**config.mk**
```make
export PLATFORM = sky130hd
export DESIGN_NAME = strap_irq_front
export DESIGN_NICKNAME = d
export VERILOG_FILES = /design/src/rtl/strap_irq_pkg.sv /design/src/rtl/strap_irq_sync.sv /design/src/rtl/strap_mode_latch.sv /design/src/rtl/strap_irq_line.sv /design/src/rtl/strap_irq_front.sv
export SDC_FILE = /design/constraint.sdc
export NUM_CORES = 1
export LEC_CHECK = 0
export ABC_AREA = 1
export BUFFER_PORTS_ARGS = -buffer_cell sky130_fd_sc_hd__buf_4
export CAP_MARGIN = 30
export CORE_MARGIN = 10
export CORE_UTILIZATION = 40
export CTS_BUF_LIST = sky130_fd_sc_hd__clkbuf_4
export DETAILED_ROUTE_END_ITERATION = 16
export PLACE_DENSITY = 0.63
export RECOVER_POWER = 50
export SLEW_MARGIN = 25
export SYNTH_ARGS = -nofsm -noshare
export SYNTH_HDL_FRONTEND = slang
export SYNTH_SLANG_ARGS = --single-unit
export TNS_END_PERCENT = 5
```
**constraint.sdc**
```tcl
create_clock -name clk -period 1.5 [get_ports clk]
set_input_delay 0.45 -clock clk [delete_from_list [all_inputs] [get_ports clk]]
set_output_delay 0.45 -clock clk [all_outputs]
set_load 0.02 [all_outputs]
```
**src/rtl/strap_irq_pkg.sv**
```systemverilog
package strap_irq_pkg;

  // falling transition between consecutive synchronized samples (pins are active low)
  function automatic logic fall_seen(input logic prev_s, input logic cur_s);
    return prev_s & ~cur_s;
  endfunction

  // a new event has priority over an acknowledge in the same cycle
  function automatic logic next_pend(input logic pend, input logic set_ev, input logic clr);
    return set_ev | (pend & ~clr);
  endfunction

  // request seen by the core for one line
  function automatic logic line_req(input logic en, input logic edge_mode,
                                    input logic pend, input logic pin_s);
    return en & (edge_mode ? pend : ~pin_s);
  endfunction

endpackage

```
**src/rtl/strap_irq_sync.sv**
```systemverilog
module strap_irq_sync #(
  parameter int WIDTH  = 4,
  parameter int STAGES = 2
) (
  input  logic             clk,
  input  logic [WIDTH-1:0] d,
  output logic [WIDTH-1:0] q
);
  // no reset: the chain must keep sampling straps while reset is held
  logic [WIDTH-1:0] stg [STAGES];

  always_ff @(posedge clk) stg[0] <= d;

  for (genvar k = 1; k < STAGES; k++) begin : g_stage
    always_ff @(posedge clk) stg[k] <= stg[k-1];
  end

  assign q = stg[STAGES-1];
endmodule

```
**src/rtl/strap_mode_latch.sv**
```systemverilog
module strap_mode_latch #(
  parameter int WIDTH = 4
) (
  input  logic             clk,
  input  logic             rst_n,
  input  logic [WIDTH-1:0] strap_s,
  output logic [WIDTH-1:0] mode,
  output logic             armed
);
  logic [WIDTH-1:0] mode_q;
  logic             armed_q;

  always_ff @(posedge clk or negedge rst_n) begin
    if (!rst_n) begin
      mode_q  <= '0;
      armed_q <= 1'b1;
    end else if (armed_q) begin
      mode_q  <= strap_s;
      armed_q <= 1'b0;
    end
  end

  assign mode  = mode_q;
  assign armed = armed_q;

  always @(posedge clk) begin
    if (!rst_n) begin
      AST_MODE_ZERO_RST: assert (mode_q == '0) else $error("mode nonzero in reset");
    end
  end

  AST_MODE_HOLD: assert property (@(posedge clk) disable iff (!rst_n)
    !armed_q |=> $stable(mode_q));
endmodule

```
**src/rtl/strap_irq_line.sv**
```systemverilog
module strap_irq_line
  import strap_irq_pkg::*;
(
  input  logic clk,
  input  logic rst_n,
  input  logic active,
  input  logic pin_s,
  input  logic edge_mode,
  input  logic en,
  input  logic ack,
  output logic req
);
  logic prev_q;
  logic pend_q;
  logic fall_w;
  logic set_w;

  always_ff @(posedge clk) prev_q <= pin_s;

  assign fall_w = fall_seen(prev_q, pin_s);
  assign set_w  = active & edge_mode & fall_w;

  always_ff @(posedge clk or negedge rst_n) begin
    if (!rst_n) pend_q <= 1'b0;
    else        pend_q <= next_pend(pend_q, set_w, ack);
  end

  assign req = active & line_req(en, edge_mode, pend_q, pin_s);

  AST_EDGE_SET: assert property (@(posedge clk) disable iff (!rst_n)
    (active && edge_mode && fall_w) |=> pend_q);
  AST_ACK_CLEAR: assert property (@(posedge clk) disable iff (!rst_n)
    (ack && !set_w) |=> !pend_q);
  AST_NO_SPURIOUS_SET: assert property (@(posedge clk) disable iff (!rst_n)
    (!pend_q && !fall_w) |=> !pend_q);
endmodule

```
**src/rtl/strap_irq_front.sv**
```systemverilog
module strap_irq_front #(
  parameter int                 NUM_LINES       = 4,
  parameter int                 SYNC_STAGES     = 2,
  parameter logic [NUM_LINES-1:0] STOP_WAKE_LINES = 4'b0001
) (
  input  logic       clk,
  input  logic       rst_n,
  input  logic [3:0] pin_n,
  input  logic [3:0] edge_sel,
  input  logic [3:0] line_en,
  input  logic [3:0] ack,
  input  logic       in_stop,
  input  logic       in_wait,
  output logic [3:0] mode,
  output logic [3:0] irq_req,
  output logic       wake_stop,
  output logic       wake_wait
);
  localparam int MODE_W = NUM_LINES;

  logic [NUM_LINES-1:0] pin_s;
  logic                 armed;
  logic [NUM_LINES-1:0] req_w;

  strap_irq_sync #(.WIDTH(NUM_LINES), .STAGES(SYNC_STAGES)) u_sync (
    .clk (clk),
    .d   (pin_n),
    .q   (pin_s)
  );

  strap_mode_latch #(.WIDTH(MODE_W)) u_mode (
    .clk     (clk),
    .rst_n   (rst_n),
    .strap_s (pin_s),
    .mode    (mode),
    .armed   (armed)
  );

  for (genvar i = 0; i < NUM_LINES; i++) begin : g_line
    strap_irq_line u_line (
      .clk       (clk),
      .rst_n     (rst_n),
      .active    (~armed),
      .pin_s     (pin_s[i]),
      .edge_mode (edge_sel[i]),
      .en        (line_en[i]),
      .ack       (ack[i]),
      .req       (req_w[i])
    );
  end

  assign irq_req   = req_w;
  assign wake_stop = in_stop & |(req_w & STOP_WAKE_LINES);
  assign wake_wait = in_wait & |req_w;

  AST_QUIET_WHILE_ARMED: assert property (@(posedge clk) disable iff (!rst_n)
    armed |-> (irq_req == '0));
  AST_STOP_IGNORES_BCD: assert property (@(posedge clk) disable iff (!rst_n)
    (!irq_req[0]) |-> !wake_stop);
endmodule

```
# Word-level counts from Yosys, hierarchy flattened
# Memory sizes are Yosys's and may differ from the RTL's.
# Index checks and enable logic that the tools add are counted.
# word_totals
inputBits,20
mem_count,1
regBits,13
out_inout_bits,10
ramBits,8
# memory_table
memory,depth,word_bits,read_ports,rd_ports_with_merged_regs,write_ports,line,rtl
u_sync.stg,2,4,2,0,2,strap_irq_sync.sv:10,logic [WIDTH-1:0] stg [STAGES];
# classes
n_mux,4
reduce_logical,1
n_bitwise,39
# op_table
op,count
1-bit AND,26
1-bit inverter,9
1-bit two-way mux,4
1-bit bitwise OR,4
4-bit OR reduction,1

# Longest topological paths before layout
# logic_depth
depth_word,6
depth_mapped,6

# By module
# A second synthesis with hierarchy kept.
# hier_totals
cells_unflattened,102
hier_area_um2,797.0
# by_module_without_submodules
mod,n_inst,cells_each,area_per_inst_um2
strap_irq_line,4,16,100.1
strap_irq_sync,1,12,190.2
strap_mode_latch,1,19,178.9
strap_irq_front,1,7,27.5

# Least setup slack after synthesis
# No wires, ideal clock.
# synth_path
path_kind,input-to-output
start,input port line_en[0]
end,output port wake_wait
arrival_ps,1046
path_stages,6
required_ps,1050
slack_ps,4
path_buffers,0
cell_sequence,inv_1 nor2_1 nand3_1 nand2_2 nor2_1 nor2_1
# synth_between
elab_chain_len,4
# synth_rtl
item,line,rtl
from (decl),strap_irq_front.sv:10,"input logic [3:0] line_en,"
1-bit AND,strap_irq_pkg.sv:16,return en & (edge_mode ? pend : ~pin_s);
1-bit AND,strap_irq_line.sv:28,"assign req = active & line_req(en, edge_mode, pend_q, pin_s);"
4-bit OR reduction,strap_irq_front.sv:54,assign wake_wait = in_wait & |req_w;
1-bit AND,strap_irq_front.sv:54,
to (decl),strap_irq_front.sv:17,output logic wake_wait
# No other way between the ends.

# Worst setup path after layout
# layout_path
start,register u_mode.armed_q (netlist: u_mode.armed)
end,output port wake_wait
# layout_between
elab_chain_len,4
word_cells_on_any_way,7
classes_between,bitwise (6); reduce/logical (1)
# layout_rtl
item,line,rtl
from (decl),strap_mode_latch.sv:11,logic armed_q;
from (signal assigned),strap_mode_latch.sv:16,armed_q <= 1'b1;
from (signal assigned),strap_mode_latch.sv:19,armed_q <= 1'b0;
1-bit inverter (*),strap_irq_front.sv:43,".active (~armed),"
1-bit AND,strap_irq_line.sv:28,
4-bit OR reduction (*),strap_irq_front.sv:54,
1-bit AND (*),strap_irq_front.sv:54,
# Mark *: on every way between the ends. The rest lies on a longest branch, timed or not.

==> flow_summary.toml <==
[status]
status = "finished with violations"
violations = "negative setup slack"

[cells_and_area]
n_antenna_cell = 0
nets = 147
area_delta_synth_final_pct = 41.4
layout-drive-gt1-share_pct = 40.5

[timing]
setup_viol = 6
maxSlewHeadroom_pct = 65.5
setup_tns_ns = -1.75
tightest_slew_ns = 0.517
period_share_pct = 123
fmax_mhz = 540
fin_ws_ns = -0.350
hold_viol = 0
maxSlewViolCount = 0
holdWs_ns = 0.275
period_needed_ns = 1.85
skew_ns = 0.00384
rsz0062_at_grt = "yes"

[clock_tree]
clkSlewWorstSetupHoldPaths_ns = 0.10
cts_buffer_depth = 2
h-tree-depth = 1
cts_buffers = 3
root_buffer = "clkbuf_4"
cts_tree = "built"
cts_num_sinks = 21
clkLatencyLatePin_ns = 0.29

[die]
core_mm2 = 0.00192
die_y_um = 64.5
die_area_mm2 = 0.00416
rows = 16
die_w_um = 64.5
io_pins = 30
start_util_pct = 41.2

[global_routing]
globalRoute.totalOverflow = 0
grt_max_degree = 12
antenna_found_initial = 0
grt_usage_pct = 8.49
grt_pass1_vias = 657
grt_pass1_wl_um = 2830

[pwr]
power.density_mw_per_mm2 = 942
power_leakage_uw = 0.000619
max-vdd-ir-drop_uv = 689

[synthesis]
syn_area_per_cell_um2 = 8.80
yosysSeqAreaShare_pct = 58.9
netlist_instances = 90
ys_warn_count = 0
synth-seq-cells = 21
synth_cell_types = 16
netlist_area_um2 = 792
syn_nets = 110

[placed_design]
port_buffers = 29
dp_hpwl_um = 1390
gp_congestion = 0.754

[run]
max_cap_viol_count = 0

[critical_path]
cp.arrival_ns = 1.40
crit_end = "wake_wait"
worstRegToRegCells = 4
crit_type = "reg -> out"
crit_path_start = "u_mode.armed"
cp-end-kind = "primary output"
startpoint_type = "register"
r2r-start = "u_mode.armed"
r2r_slack_ns = 0.39
cp_max_fo = 6
cp.required_ns = 1.05
r2r-end = "g_line[1].u_line.pend_q"

[drt]
ant_nets = 0
wirelength_um = 1620
remaining_drc_errors = 0
dr.max_layer_used = "met4"
wl_per_cell_um = 10.6
dr_wl_met2_um = 802
wl_met1_um = 685
vias = 617
routed_via_density = 4.03
firstDrtPassIters = 3
dr_wl_met3_um = 117
drt_iter0_markers = 4

[min_path]
hold-path-cell-count = 1
min_path_type = "in -> reg"
-- how the worst min path moves through the flow --
stage          slack (ns)                      end      from
2_1_floorplan        0.15  g_line[0].u_line.pend_q     rst_n
3_3_place_gp         0.28           u_mode.mode[1]     rst_n
3_5_place_dp         0.28           u_mode.mode[1]     rst_n
4_1_cts              0.24         u_sync.stg[0][1]  pin_n[1]
5_1_grt              0.25         u_sync.stg[0][2]  pin_n[2]
6_report             0.27         u_sync.stg[0][2]  pin_n[2]
-- sequential cells by signal, summed over array words and instances (netlist names) --
name / count
u_sync.stg: 8
g_line.u_line.pend_q: 4
u_mode.mode: 4
g_line.u_line.prev_q: 4
u_mode.armed: 1
-- final cells by class --
cell class	count	area, µm²
tap	27	33.8
sequential	21	467
multi-input combinational	45	223
timing repair buffer	37	295
fill	202	802
clock buffer	4	30.0
inverter	19	71.3
-- cell usage in the layout, fill, tap and decap left out --
cell / instances
nand3_2: 3
buf_4: 25
nor2_2: 2
nand3_1: 5
dfxtp_1: 12
dfstp_2: 1
buf_6: 5
inv_2: 3
conb_1: 1
o21ai_1: 3
nand2_1: 21
dfrtp_1: 8
nor2_1: 6
clkbuf_4: 9
dlygate4sd3_1: 1
nor2_4: 2
inv_1: 16
o22ai_1: 1
clkbuf_1: 1
nand2_2: 1
-- through the flow --
stage          std cells  total power [µW]  instance area [µm²]  util, %  worst slack (ns)
2_1_floorplan         90               703                  792        -           0.00430
3_3_place_gp         147               787                 1050     54.5           -0.0612
3_5_place_dp         147               791                 1050     54.5           -0.0682
4_1_cts              152              1070                 1100     57.4            -0.394
5_1_grt              153              1120                 1120     58.3            -0.446
6_report             153              1050                 1120     58.3            -0.350
-- report_power, final --
group	leakage [µW]	internal, µW	switching, µW
clock	0.0000184	121	148
combinational	0.000386	88.2	82.1
sequential	0.000214	596	18.0
-- cell families after synthesis --
logic type / count (synthesis) / share of synthesized area [%]
AND/OR/NAND/NOR: 40 / 23.7
AO/OA/AOI/OAI: 4 / 2.69
flip-flops: 21 / 58.9
buffers and inverters: 24 / 14.2
other: 1 / 0.473
-- per-layer routing --
metal	vias to the layer above	track usage (%)
li1	330	-
met2	17	14.5
met5	-	0
met1	268	8.87
met3	2	2.92
met4	0	4.81
-- Yosys cell counts --
| master | instances | area, µm² |
|---|---|---|
| buf_4 | 4 | 30.0 |
| nor2_4 | 2 | 22.5 |
| inv_1 | 18 | 67.6 |
| nand2_1 | 21 | 78.8 |
| o21ai_1 | 3 | 15.0 |
| inv_2 | 1 | 3.75 |
| nand2_2 | 1 | 6.26 |
| o22ai_1 | 1 | 6.26 |
| buf_6 | 1 | 11.3 |
| conb_1 | 1 | 3.75 |
| dfrtp_1 | 8 | 200 |
| dfstp_2 | 1 | 26.3 |
| nor2_1 | 8 | 30.0 |
| dfxtp_1 | 12 | 240 |
| nand3_1 | 6 | 30.0 |
| nand3_2 | 2 | 20.0 |
-- critical path, stage by stage, from the launching register on --
cell     delay [ns]
dfstp_2        0.64
nor2_4         0.06
nand3_2        0.07
nand2_1        0.06
nor2_2         0.09
nor2_1         0.04
buf_4          0.14
-- repair_timing --
action,CTS,global route
buffers inserted,0,1
gates resized for setup,5,5
pin swaps,5,3
setup endpoints to repair,6,6
hold buffers,1,0
gates cloned,0,0
endpoints found under the hold margin,8,0
Note: power is estimated with default switching activity, not from simulation.
